[config.mk]
export PLATFORM = sky130hd
export DESIGN_NAME = rx_ring_writer
export DESIGN_NICKNAME = d
export VERILOG_FILES = /design/src/rtl/rxr_pkg.sv /design/src/rtl/rxr_filter.sv /design/src/rtl/rxr_space.sv /design/src/rtl/rxr_wrap_inc.sv /design/src/rtl/rx_ring_writer.sv
export SDC_FILE = /design/constraint.sdc
export NUM_CORES = 1
export LEC_CHECK = 0
export ABC_AREA = 1
export BUFFER_PORTS_ARGS = -buffer_cell sky130_fd_sc_hd__buf_4
export CORE_MARGIN = 2
export CORE_UTILIZATION = 40
export DETAILED_ROUTE_END_ITERATION = 8
export GPL_TIMING_DRIVEN = 1
export SLEW_MARGIN = 20
export SYNTH_ARGS = -nofsm -noshare
export SYNTH_HDL_FRONTEND = slang
export SYNTH_SLANG_ARGS = --single-unit
[constraint.sdc]
create_clock -name clk -period 11.5 [get_ports clk]
set_clock_uncertainty 0.15 [all_clocks]
set_input_delay 2.3 -clock clk [delete_from_list [all_inputs] [get_ports clk]]
set_output_delay 2.3 -clock clk [all_outputs]
set_load 0.05 [all_outputs]
[src/rtl/rxr_pkg.sv]
// Shared types and constants for the receive ring writer.
package rxr_pkg;
    typedef enum logic [1:0] {
        ST_IDLE = 2'd0,
        ST_BODY = 2'd1,
        ST_HDR  = 2'd2
    } rxr_state_e;

    localparam logic [7:0] HDR_STATUS_OK = 8'h01;
    localparam int         HDR_BYTES     = 4;
    localparam int         CRC_BYTES     = 4;
endpackage

[src/rtl/rxr_filter.sv]
// Accept decision for the destination and size of a frame.
// Assumes: destination byte 0 is dest[7:0]; inputs are valid on the first beat.
module rxr_filter #(
    parameter int LEN_W    = 16,
    parameter int RUNT_LEN = 40
) (
    input  logic [47:0]      dest,
    input  logic [47:0]      station,
    input  logic [63:0]      hash_tbl,
    input  logic [5:0]       hash_idx,
    input  logic [LEN_W-1:0] len,
    input  logic             promisc,
    input  logic             bcast_en,
    input  logic             mcast_en,
    input  logic             runt_ok,
    output logic             pass
);
    logic is_bcast;
    logic is_group;
    logic addr_ok;
    logic size_ok;

    // Classify the destination and apply the matching enable.
    always_comb begin
        is_bcast = &dest;
        is_group = dest[0];
        if (promisc)
            addr_ok = 1'b1;
        else if (is_bcast)
            addr_ok = bcast_en;
        else if (is_group)
            addr_ok = mcast_en & hash_tbl[hash_idx];
        else
            addr_ok = (dest == station);
        size_ok = runt_ok | (len >= LEN_W'(RUNT_LEN));
        pass    = addr_ok & size_ok;
    end
endmodule

[src/rtl/rxr_space.sv]
// Page arithmetic: pages needed, free pages in the ring, next page.
// Assumes: start < stop and current/boundary lie inside the ring.
module rxr_space #(
    parameter int PAGE_W = 8,
    parameter int LEN_W  = 16,
    parameter int OVH    = 8
) (
    input  logic [PAGE_W-1:0] cur,
    input  logic [PAGE_W-1:0] bnd,
    input  logic [PAGE_W-1:0] start,
    input  logic [PAGE_W-1:0] stop,
    input  logic [LEN_W-1:0]  len,
    output logic              room_ok,
    output logic [PAGE_W-1:0] next_page
);
    localparam int PG_W = LEN_W - 7;
    localparam int CW   = ((PG_W > PAGE_W) ? PG_W : PAGE_W) + 1;

    logic [LEN_W:0] need_sum;
    logic [CW-1:0]  pages;
    logic [CW-1:0]  span;
    logic [CW-1:0]  avail;
    logic [CW-1:0]  nsum;

    // Round length plus overhead up to whole pages, compare with free pages.
    always_comb begin
        need_sum = {1'b0, len} + (LEN_W+1)'(OVH + 255);
        pages    = CW'(need_sum >> 8);
        span     = CW'(stop) - CW'(start);
        if (cur < bnd)
            avail = CW'(bnd) - CW'(cur);
        else
            avail = span - (CW'(cur) - CW'(bnd));
        room_ok = (avail >= pages);
    end

    // Advance the current page and fold it back into the ring.
    always_comb begin
        nsum = CW'(cur) + pages;
        if (nsum >= CW'(stop))
            nsum = nsum - span;
        next_page = PAGE_W'(nsum);
    end
endmodule

[src/rtl/rxr_wrap_inc.sv]
// Byte address incrementer that wraps from the stop page to the start page.
// Assumes: the input address lies inside the ring.
module rxr_wrap_inc #(
    parameter int PAGE_W = 8
) (
    input  logic [PAGE_W+7:0] addr,
    input  logic [PAGE_W-1:0] start,
    input  logic [PAGE_W-1:0] stop,
    output logic [PAGE_W+7:0] nxt
);
    localparam int AW = PAGE_W + 8;

    logic [AW-1:0] plus1;

    // Step by one byte, jump to the ring start at the stop boundary.
    always_comb begin
        plus1 = addr + AW'(1);
        if (plus1 == {stop, 8'h00})
            nxt = {start, 8'h00};
        else
            nxt = plus1;
    end
endmodule

[src/rtl/rx_ring_writer.sv]
// Stores filtered receive frames into a paged circular buffer.
// The accept decision is made on the first beat. Payload is written from
// offset 4 of the current page, and the 4-byte header goes in after the
// payload. Assumes: the source leaves at least 5 idle cycles between frames
// and keeps the cfg_* inputs steady while a frame is stored.
module rx_ring_writer
    import rxr_pkg::*;
#(
    parameter int PAGE_W   = 8,
    parameter int LEN_W    = 16,
    parameter int MIN_LEN  = 60,
    parameter int RUNT_LEN = 40
) (
    input  logic              clk,
    input  logic              rst_n,
    input  logic              cfg_stop,
    input  logic [PAGE_W-1:0] cfg_page_start,
    input  logic [PAGE_W-1:0] cfg_page_stop,
    input  logic [PAGE_W-1:0] cfg_boundary,
    input  logic [47:0]       cfg_station,
    input  logic [63:0]       cfg_hash,
    input  logic              cfg_promisc,
    input  logic              cfg_bcast_en,
    input  logic              cfg_mcast_en,
    input  logic              cfg_runt_ok,
    input  logic              cur_wr,
    input  logic [PAGE_W-1:0] cur_wdata,
    input  logic              rx_valid,
    input  logic              rx_sof,
    input  logic              rx_eof,
    input  logic [7:0]        rx_data,
    input  logic [LEN_W-1:0]  rx_len,
    input  logic [47:0]       rx_dest,
    input  logic [5:0]        rx_hash_idx,
    output logic              ram_we,
    output logic [PAGE_W+7:0] ram_addr,
    output logic [7:0]        ram_wdata,
    output logic [PAGE_W-1:0] cur_page,
    output logic              rx_done,
    output logic              stat_rx_ok,
    output logic              stat_mcast
);
    localparam int AW  = PAGE_W + 8;
    localparam int OVH = HDR_BYTES + CRC_BYTES;

    rxr_state_e        state_q;
    logic [PAGE_W-1:0] cur_q;
    logic [AW-1:0]     wr_ptr_q;
    logic [LEN_W-1:0]  len_q;
    logic [PAGE_W-1:0] next_q;
    logic              mc_q;
    logic [1:0]        hdr_idx_q;

    logic              filt_pass;
    logic              room_ok;
    logic [PAGE_W-1:0] next_page;
    logic [AW-1:0]     first_addr;
    logic [AW-1:0]     inc_in;
    logic [AW-1:0]     inc_out;
    logic              rx_enabled;
    logic              accept;
    logic [LEN_W-1:0]  len_eff;
    logic [7:0]        hdr_byte;

    rxr_filter #(.LEN_W(LEN_W), .RUNT_LEN(RUNT_LEN)) u_filter (
        .dest     (rx_dest),
        .station  (cfg_station),
        .hash_tbl (cfg_hash),
        .hash_idx (rx_hash_idx),
        .len      (rx_len),
        .promisc  (cfg_promisc),
        .bcast_en (cfg_bcast_en),
        .mcast_en (cfg_mcast_en),
        .runt_ok  (cfg_runt_ok),
        .pass     (filt_pass)
    );

    rxr_space #(.PAGE_W(PAGE_W), .LEN_W(LEN_W), .OVH(OVH)) u_space (
        .cur       (cur_q),
        .bnd       (cfg_boundary),
        .start     (cfg_page_start),
        .stop      (cfg_page_stop),
        .len       (rx_len),
        .room_ok   (room_ok),
        .next_page (next_page)
    );

    rxr_wrap_inc #(.PAGE_W(PAGE_W)) u_inc (
        .addr  (inc_in),
        .start (cfg_page_start),
        .stop  (cfg_page_stop),
        .nxt   (inc_out)
    );

    // First-beat decision and the source address for the incrementer.
    always_comb begin
        rx_enabled = !cfg_stop && (cfg_page_start != '0);
        accept     = (state_q == ST_IDLE) && rx_valid && rx_sof &&
                     rx_enabled && filt_pass && room_ok;
        first_addr = {cur_q, 8'(HDR_BYTES)};
        inc_in     = (state_q == ST_IDLE) ? first_addr : wr_ptr_q;
        len_eff    = (rx_len < LEN_W'(MIN_LEN)) ? LEN_W'(MIN_LEN) : rx_len;
    end

    // Header byte chosen by the header step counter.
    always_comb begin
        case (hdr_idx_q)
            2'd0:    hdr_byte = HDR_STATUS_OK;
            2'd1:    hdr_byte = 8'(next_q);
            2'd2:    hdr_byte = len_q[7:0];
            default: hdr_byte = 8'(len_q >> 8);
        endcase
    end

    // Frame sequencer: payload stream, header fill, pointer commit.
    always_ff @(posedge clk) begin
        if (!rst_n) begin
            state_q    <= ST_IDLE;
            cur_q      <= '0;
            wr_ptr_q   <= '0;
            len_q      <= '0;
            next_q     <= '0;
            mc_q       <= 1'b0;
            hdr_idx_q  <= 2'd0;
            ram_we     <= 1'b0;
            ram_addr   <= '0;
            ram_wdata  <= '0;
            rx_done    <= 1'b0;
            stat_rx_ok <= 1'b0;
            stat_mcast <= 1'b0;
        end else begin
            ram_we  <= 1'b0;
            rx_done <= 1'b0;
            case (state_q)
                ST_IDLE: begin
                    if (accept) begin
                        ram_we    <= 1'b1;
                        ram_addr  <= first_addr;
                        ram_wdata <= rx_data;
                        wr_ptr_q  <= inc_out;
                        len_q     <= len_eff + LEN_W'(HDR_BYTES);
                        next_q    <= next_page;
                        mc_q      <= rx_dest[0];
                        hdr_idx_q <= 2'd0;
                        state_q   <= rx_eof ? ST_HDR : ST_BODY;
                    end else if (cur_wr) begin
                        cur_q <= cur_wdata;
                    end
                end
                ST_BODY: begin
                    if (rx_valid) begin
                        ram_we    <= 1'b1;
                        ram_addr  <= wr_ptr_q;
                        ram_wdata <= rx_data;
                        wr_ptr_q  <= inc_out;
                        if (rx_eof)
                            state_q <= ST_HDR;
                    end
                end
                ST_HDR: begin
                    ram_we    <= 1'b1;
                    ram_addr  <= {cur_q, 6'b0, hdr_idx_q};
                    ram_wdata <= hdr_byte;
                    hdr_idx_q <= hdr_idx_q + 2'd1;
                    if (hdr_idx_q == 2'd3) begin
                        cur_q      <= next_q;
                        stat_rx_ok <= 1'b1;
                        stat_mcast <= mc_q;
                        rx_done    <= 1'b1;
                        state_q    <= ST_IDLE;
                    end
                end
                default: state_q <= ST_IDLE;
            endcase
        end
    end

    assign cur_page = cur_q;

    // Every RAM write lands inside the configured ring.
    assert_ring_bounds_R6: assert property (@(posedge clk) disable iff (!rst_n)
        ram_we |-> (ram_addr[AW-1:8] >= cfg_page_start && ram_addr[AW-1:8] < cfg_page_stop));

    // A first beat while receive is disabled produces no write.
    assert_disabled_no_write_R1: assert property (@(posedge clk) disable iff (!rst_n)
        (state_q == ST_IDLE && rx_valid && rx_sof && (cfg_stop || cfg_page_start == '0))
        |=> !ram_we);

    // Header steps write into the first four bytes of a page.
    assert_hdr_offset_R7: assert property (@(posedge clk) disable iff (!rst_n)
        (state_q == ST_HDR) |=> (ram_we && ram_addr[7:0] < 8'd4));

    // Completion is a single-cycle pulse with receive-OK already set.
    assert_done_pulse_R9: assert property (@(posedge clk) disable iff (!rst_n)
        rx_done |=> !rx_done);
    assert_done_status_R9: assert property (@(posedge clk) disable iff (!rst_n)
        rx_done |-> stat_rx_ok);

    // While a frame is in progress the pointer only moves by the commit.
    assert_cur_hold_R10: assert property (@(posedge clk) disable iff (!rst_n)
        (state_q != ST_IDLE) |=> ($stable(cur_page) || rx_done));
endmodule

==> results of run 1 <==
## flip-flops by register name, summed over array words and instances, names as in the netlist
name,cells
hdr_idx_q,2
len_q,16
wr_ptr_q,16
ram_wdata,8
rx_done,1
cur_page,8
ram_addr,16
stat_mcast,1
mc_q,1
next_q,8
state_q,2
ram_we,1
stat_rx_ok,1
## cell type report
type | count | area [um2] | area share [%]
Inverter | 229 | 860 | 7.52
Clock buffer | 10 | 239 | 2.09
Tap cell | 280 | 350 | 3.07
Timing Repair Buffer | 268 | 2010 | 17.6
Clock inverter | 6 | 65.1 | 0.569
Sequential cell | 81 | 1620 | 14.2
Multi-Input combinational cell | 1138 | 6280 | 54.9
## through the flow
| step | power, uW | hold slack [ns] | instance area, um2 | worst slack [ns] |
|---|---|---|---|---|
| 2_1_floorplan | 1480 | 0.280 | 8990 | 5.43 |
| 3_3_place_gp | 1860 | 0.300 | 11100 | 3.48 |
| 3_5_place_dp | 1870 | 0.301 | 11100 | 3.22 |
| 4_1_cts | 2170 | 0.310 | 11400 | 3.58 |
| 5_1_grt | 2380 | 0.332 | 11400 | 3.42 |
| 6_report | 2170 | 0.309 | 11400 | 3.96 |
## worst max-delay path, cell delays in order
cell      delay (ns)
buf_4           0.12
inv_1           0.08
ha_1            0.15
inv_1           0.05
fa_1            0.39
nand3_1         0.09
nand2_1         0.08
xor2_1          0.25
ha_1            0.33
a21oi_1         0.15
o21ai_0         0.09
a21oi_1         0.21
xnor2_1         0.09
o21ai_0         0.20
inv_1           0.07
ha_1            0.31
nand4_1         0.10
o211ai_1        0.18
nand3_1         0.08
a21boi_0        0.18
nor3_1          0.07
nand2_1         0.13
nand3_2         0.38
nand2_2         0.53
nand3_2         0.58
a21oi_1         0.34
nor2_1          0.07
## layer usage
metal | vias up | part of all wire [%] | GRT usage [%]
met2 | 315 | 49 | 49.3
met5 | - | 0 | 0
li1 | 5339 | - | -
met4 | 0 | 3.1 | 8.41
met3 | 58 | 5.7 | 5.27
met1 | 4634 | 42 | 31.6
## power groups by stage
stage,Combinational [uW],Sequential (uW),Clock (uW)
after global routing,1660,414,309
after global placement,1450,411,0
after detailed placement,1460,411,0
after floorplan,972,507,0
final,1470,406,292
after CTS,1470,406,298
## worst paths after layout
check | startpoint | to | slack [ns] | depth (start not counted)
worst max-delay path | cfg_page_stop[0] | ram_addr[0]$_SDFFE_PN0P_ | 3.96 | 27
worst min-delay path | len_q[12]$_SDFFE_PN0P_ | len_q[12]$_SDFFE_PN0P_ | 0.31 | 2
worst max register to register | cur_page[0]$_SDFFE_PN0P_ | ram_addr[0]$_SDFFE_PN0P_ | 5.38 | 25
worst min register to register | len_q[12]$_SDFFE_PN0P_ | len_q[12]$_SDFFE_PN0P_ | 0.31 | 2
## kinds of logic (layout without fill, tap and decap cells)
family / after synthesis / after routing / share of synthesized area, %
xor gates and xnor gates: 62 / 62 / 6.04
buffers and inverters: 282 / 513 / 12.3
and+or+nand+nor: 762 / 762 / 36.8
AOI/OAI and AO/OA: 233 / 233 / 15.2
DFF: 81 / 81 / 18.0
adders and majority gates: 79 / 79 / 11.5
muxes: 2 / 2 / 0.223
## cells in the mapped netlist, drive strengths merged (3+ instances only)
| cell | instances | area share, % |
|---|---|---|
| nand2 | 390 | 16 |
| inv | 228 | 9.5 |
| nor2 | 153 | 6.7 |
| nand3 | 121 | 6.9 |
| a21oi | 92 | 5.1 |
| dfxtp | 81 | 18 |
| o21ai | 75 | 4.5 |
| ha | 73 | 10 |
| nand4 | 52 | 3.6 |
| xor2 | 43 | 4.2 |
| clkbuf | 30 | 1.3 |
| buf | 23 | 1.5 |
| xnor2 | 19 | 1.9 |
| nor3 | 18 | 1.1 |
| o22ai | 18 | 1.3 |
| or2 | 14 | 1.0 |
| a22o | 9 | 0.88 |
| nor4 | 9 | 0.63 |
| o211ai | 8 | 0.67 |
| o2111ai | 7 | 0.68 |
| a31oi | 6 | 0.42 |
| fa | 6 | 1.3 |
| a21o | 4 | 0.33 |
| o21bai | 3 | 0.25 |
==> flow_summary.json, run 1 <==
{
  "outcome": "completed",
  "leakage_uw": 0.00590,
  "drt_first_pass_iters": 5,
  "leading_cell_types_in_the_layout_fill_and_taps_excluded": "nand2_1, buf_4, inv_1",
  "final-hold-violation-count": 0,
  "p_per_area_mw_per_mm2": 190,
  "finalCriticalPeriod_ns": 7.54,
  "timing.fmax_mhz": 133,
  "floorplan.die.width_um": 154,
  "cts_resized": 0,
  "dp_hpwl_um": 27500,
  "num_vias": 10300,
  "finalCoreUtilization_pct": 52.0,
  "grt_usage_pct": 27.0,
  "grt_first_pass_wirelength_um": 51400,
  "routedWlPerCell_um": 16.3,
  "path_clk_slew_ns": 0.06,
  "diodes": 0,
  "drc": 0,
  "layout.cells.most_common": "nand2_1",
  "switching_share_pct": 51.6,
  "final.setup.tns_ns": 0,
  "timing.max_slew.rel_slack_pct": 27.5,
  "clockBufferDepth": 2,
  "synthToLayoutAreaGrowth_pct": 27.0,
  "synth_cell_types": 51,
  "die_y_um": 154,
  "pwr-share-seq_pct": 18.7,
  "max_slew_violations": 0,
  "antenna_found_initial": 0,
  "dominantRegCellSynth": "dfxtp_1",
  "synth_fp_nets": 1813,
  "cts_tree": "yes",
  "synth-edff-count": 0,
  "grt_start_max_net_pins": 62,
  "first_iter_violations": 529,
  "min_period_over_period_pct": 65.5,
  "stdcell_count": 2012,
  "cp-start-kind": "input pin",
  "async_flop_share_pct": 0,
  "crit_path_max_fanout": 31,
  "power_frac_comb_pct": 67.8,
  "filler_cell_count": 2318,
  "synthesis.area_per_instance_um2": 5.99,
  "htree_levels": 3,
  "worstMarginPinSlew_ns": 1.06,
  "vias_in_the_first_global_route": 10100,
  "cts.sinks": 81,
  "synthesis.yosys.warnings": 0,
  "power.internal_uw": 1050,
  "peakVddDrop_mv": 0.0903,
  "clockPowerShare_pct": 13.5,
  "worstHoldPathType": "flip-flop to flip-flop",
  "p_switching_uw": 1120,
  "port_buffers": 268,
  "synth_area_mm2": 0.00899,
  "final_net_count": 2039,
  "clock_latency_ns": 0.34,
  "unrepaired_setup_endpoints_after_global_routing": "no",
  "route.antenna.remaining_nets": 0,
  "path_class": "input pin to flip-flop",
  "post_cts.repair.setup_buffers": 0,
  "critical_path_required_ns": 11.57,
  "dpl.cell_count": 1996,
  "globalRoute.totalOverflow": 0,
  "synth-seq-cells": 81,
  "floorplan.core_area_mm2": 0.0220,
  "final_layout_size_suffix_gt1_share_pct": 18.9,
  "placement_rows": 54,
  "finalSetupViolCount": 0,
  "number_of_max_cap_violations": 0,
  "wl_um": 32700,
  "crit_path_end_kind": "flip-flop",
  "synth.yosys.seq_area_share_pct": 18.0,
  "place_congestion": 0.961,
  "floorplan.die_area_mm2": 0.0237,
  "timing.critical_path.arrival_ns": 7.61,
  "cts-buffers-inserted": 9,
  "holdBufCountCts": 0,
  "detail_route.vias_per_cell": 5.14,
  "floorplan.initialDensity_pct": 41.0,
  "cts-root-buf": "clkbuf_16",
  "io_pins": 269,
  "postSynthCellCount": 1501
}
No activity file was read; power rests on OpenSTA's default activity.
==> run 2, diff against run 1 <==
--- a/config.mk
+++ b/config.mk
@@ -5,12 +5,13 @@
 export SDC_FILE = /design/constraint.sdc
 export NUM_CORES = 1
 export LEC_CHECK = 0
-export ABC_AREA = 1
+export ABC_AREA = 0
 export BUFFER_PORTS_ARGS = -buffer_cell sky130_fd_sc_hd__buf_4
 export CORE_MARGIN = 2
 export CORE_UTILIZATION = 40
 export DETAILED_ROUTE_END_ITERATION = 8
 export GPL_TIMING_DRIVEN = 1
+export PLACE_DENSITY = 0.67
 export SLEW_MARGIN = 20
 export SYNTH_ARGS = -nofsm -noshare
 export SYNTH_HDL_FRONTEND = slang
==> constraint.sdc (replaced) <==
create_clock -name clk -period 6.9 [get_ports clk]
set_clock_uncertainty 0.15 [all_clocks]
set_input_delay 1.38 -clock clk [delete_from_list [all_inputs] [get_ports clk]]
set_output_delay 1.38 -clock clk [all_outputs]
set_load 0.05 [all_outputs]
==> run 2 against run 1 <==
Compared with the run above:
- worst hold slack lost 0.0047 ns
- register-to-register slack lost 3.6 ns
- synthesized cell count fell by 26%
- largest cell class unchanged
- largest power group unchanged
- worst setup slack worse by 3.2 ns
==> flow_summary.json, run 2 <==
{
  "cts.sinks": 81,
  "critical_path_required_ns": 6.95,
  "dominantRegCellSynth": "dfxtp_1",
  "grt_first_pass_wirelength_um": 48500,
  "post_synth_and_or_nand_nor_area_fraction_pct": 19.5,
  "floorplan.die.width_um": 153,
  "setup_slack_ns": 0.769,
  "peakVddDrop_mv": 0.146,
  "cts_resized": 0,
  "clock_latency_ns": 0.34,
  "dp_hpwl_um": 25400,
  "synth-edff-count": 0,
  "async_flop_share_pct": 0,
  "synth.yosys.seq_area_share_pct": 18.3,
  "share_of_the_synthesized_area_in_the_top_cell_type_pct": 18.3,
  "number_of_max_cap_violations": 0,
  "final.setup.tns_ns": 0,
  "post-layout-total-power_uw": 3350,
  "holdBufCountCts": 0,
  "cts-root-buf": "clkbuf_16",
  "globalRoute.totalOverflow": 0,
  "synth_top_area_cell": "dfxtp_1",
  "floorplan.die_area_mm2": 0.0233,
  "timing.fmax_mhz": 163,
  "crit_path_end_kind": "flip-flop",
  "first_iter_violations": 567,
  "timing.critical_path.arrival_ns": 6.19,
  "max_slew_violations": 0,
  "detail_route.vias_per_cell": 5.61,
  "final_net_count": 1653,
  "p_per_area_mw_per_mm2": 294,
  "worstHoldPathType": "flip-flop to flip-flop",
  "synth-seq-cells": 81,
  "synth-adder-area-share_pct": 12.0,
  "synthesis.area_per_instance_um2": 7.97,
  "antenna_found_initial": 3,
  "grt_usage_pct": 25.9,
  "routedWlPerCell_um": 19.0,
  "die_y_um": 153,
  "muxShareOfSynthArea_pct": 10.4,
  "postSynthCellCount": 1111,
  "yosys.cell_count.top_type": "inv_1",
  "htree_levels": 3,
  "floorplan.initialDensity_pct": 40.7,
  "finalSetupViolCount": 0,
  "io_pins": 269,
  "path_clk_slew_ns": 0.06,
  "final-hold-violation-count": 0,
  "synth.top_cells.by_count": "inv_1, xnor2_1, dfxtp_1, nand2_1, ha_1",
  "unrepaired_setup_endpoints_after_global_routing": "no",
  "synth_fp_nets": 1423,
  "timing.max_slew.rel_slack_pct": 25.8,
  "synth_cell_types": 81,
  "floorplan.core_area_mm2": 0.0218,
  "worstMarginPinSlew_ns": 1.11,
  "worst_setup_slack_before_clock_tree_synthesis_ns": 0.443,
  "final_layout_size_suffix_gt1_share_pct": 24.9,
  "cts-buffers-inserted": 9,
  "placement_rows": 54,
  "leakage_uw": 0.00508,
  "layout.cells.most_common": "buf_4",
  "drc": 0,
  "outcome": "completed",
  "grt_start_max_net_pins": 67,
  "finalCriticalPeriod_ns": 6.13,
  "synth_area_mm2": 0.00886,
  "leading_cell_types_in_the_layout_fill_and_taps_excluded": "buf_4, inv_1, xnor2_1",
  "synth_compound_gate_area_share_pct": 20.1,
  "wl_um": 31000,
  "place_congestion": 0.955,
  "crit_path_max_fanout": 36,
  "vias_in_the_first_global_route": 9004,
  "clockBufferDepth": 2,
  "path_class": "input pin to flip-flop",
  "num_vias": 9135,
  "port_buffers": 268,
  "synth_top_family_by_area": "compound AO/OA/AOI/OAI gates",
  "route.antenna.remaining_nets": 0,
  "cp-start-kind": "input pin",
  "synthToLayoutAreaGrowth_pct": 28.6,
  "min_period_over_period_pct": 88.9,
  "biggestRegsByFlops": "len_q x16, ram_addr x16, wr_ptr_q x16",
  "filler_cell_count": 2106,
  "post_cts.repair.setup_buffers": 0,
  "synthesis.yosys.warnings": 0,
  "drt_first_pass_iters": 6,
  "synthTopCellsByArea": "dfxtp_1, ha_1, xnor2_1, mux2i_1, inv_1",
  "cts_tree": "yes",
  "yosys.area_share.xor_xnor_pct": 12.2
}
==> run 2: critical path, cell delays in order <==
cell and delay (ns):
buf_4 0.12, inv_1 0.05, ha_1 0.15, inv_1 0.05, fa_1 0.40, a211oi_1 0.29, nor2_1 0.10, xor2_1 0.40
ha_1 0.35, inv_1 0.06, o21bai_1 0.07, a21oi_1 0.23, o21bai_1 0.11, a21oi_1 0.18, xor2_1 0.14, o21ai_0 0.10
ha_1 0.30, a21oi_1 0.20, o211a_1 0.18, a31o_2 0.67, buf_4 0.37, mux2i_1 0.22, nor2_1 0.05
==> run 2: path summary, 6_finish.rpt <==
path                             start                   endpoint  slack (ns)  cells past startpoint
max                   cfg_page_stop[0]      len_q[7]$_SDFFE_PN0P_        0.77                     23
min          ram_addr[15]$_SDFFE_PN0P_  ram_addr[15]$_SDFFE_PN0P_        0.30                      2
max reg2reg   cur_page[0]$_SDFFE_PN0P_      len_q[7]$_SDFFE_PN0P_        1.74                     22
min reg2reg  ram_addr[15]$_SDFFE_PN0P_  ram_addr[15]$_SDFFE_PN0P_        0.30                      2
==> run 2: cell type report <==
class                      count  area, um2  share of cell area, %
inverter                      99        372                   3.26
sequential                    81       1620                   14.2
tap                          280        350                   3.08
clock inverter                 6       90.1                  0.791
clock buffer                  10        229                   2.01
antenna                        3       7.51                 0.0659
timing repair buffer         285       2140                   18.8
multi-input combinational    865       6580                   57.8
==> run 2: metrics by stage <==
step	instance area [um2]	util [%]	hold WS (ns)	cells
5_1_grt	11400	52.3	0.333	1629
3_3_place_gp	11100	50.8	0.298	1610
3_5_place_dp	11100	50.8	0.295	1610
6_report	11400	52.3	0.304	1629
2_1_floorplan	8860	-	0.282	1111
4_1_cts	11400	52.3	0.307	1626
==> run 2: where the power goes <==
part | internal (uW) | total [uW] | leakage, uW | switching (uW)
clock network | 319 | 518 | 0.000153 | 199
registers | 551 | 635 | 0.000658 | 84.3
logic | 895 | 2190 | 0.00427 | 1300
total | 1760 | 3350 | 0.00508 | 1580
==> run 2: layer usage <==
metal | GRT usage, % | vias up | share of wire (%)
li1 | - | 4469 | -
met1 | 31.3 | 4237 | 40
met2 | 47.0 | 383 | 51
met3 | 4.58 | 46 | 6.3
met4 | 7.45 | 0 | 3.0
met5 | 0 | - | 0
==> run 2: cell families after synthesis <==
logic type | after synthesis
xor+xnor | 121
compound gates | 257
flops | 81
fa+ha+maj | 82
mux | 74
buf+inv | 165
simple gates | 331
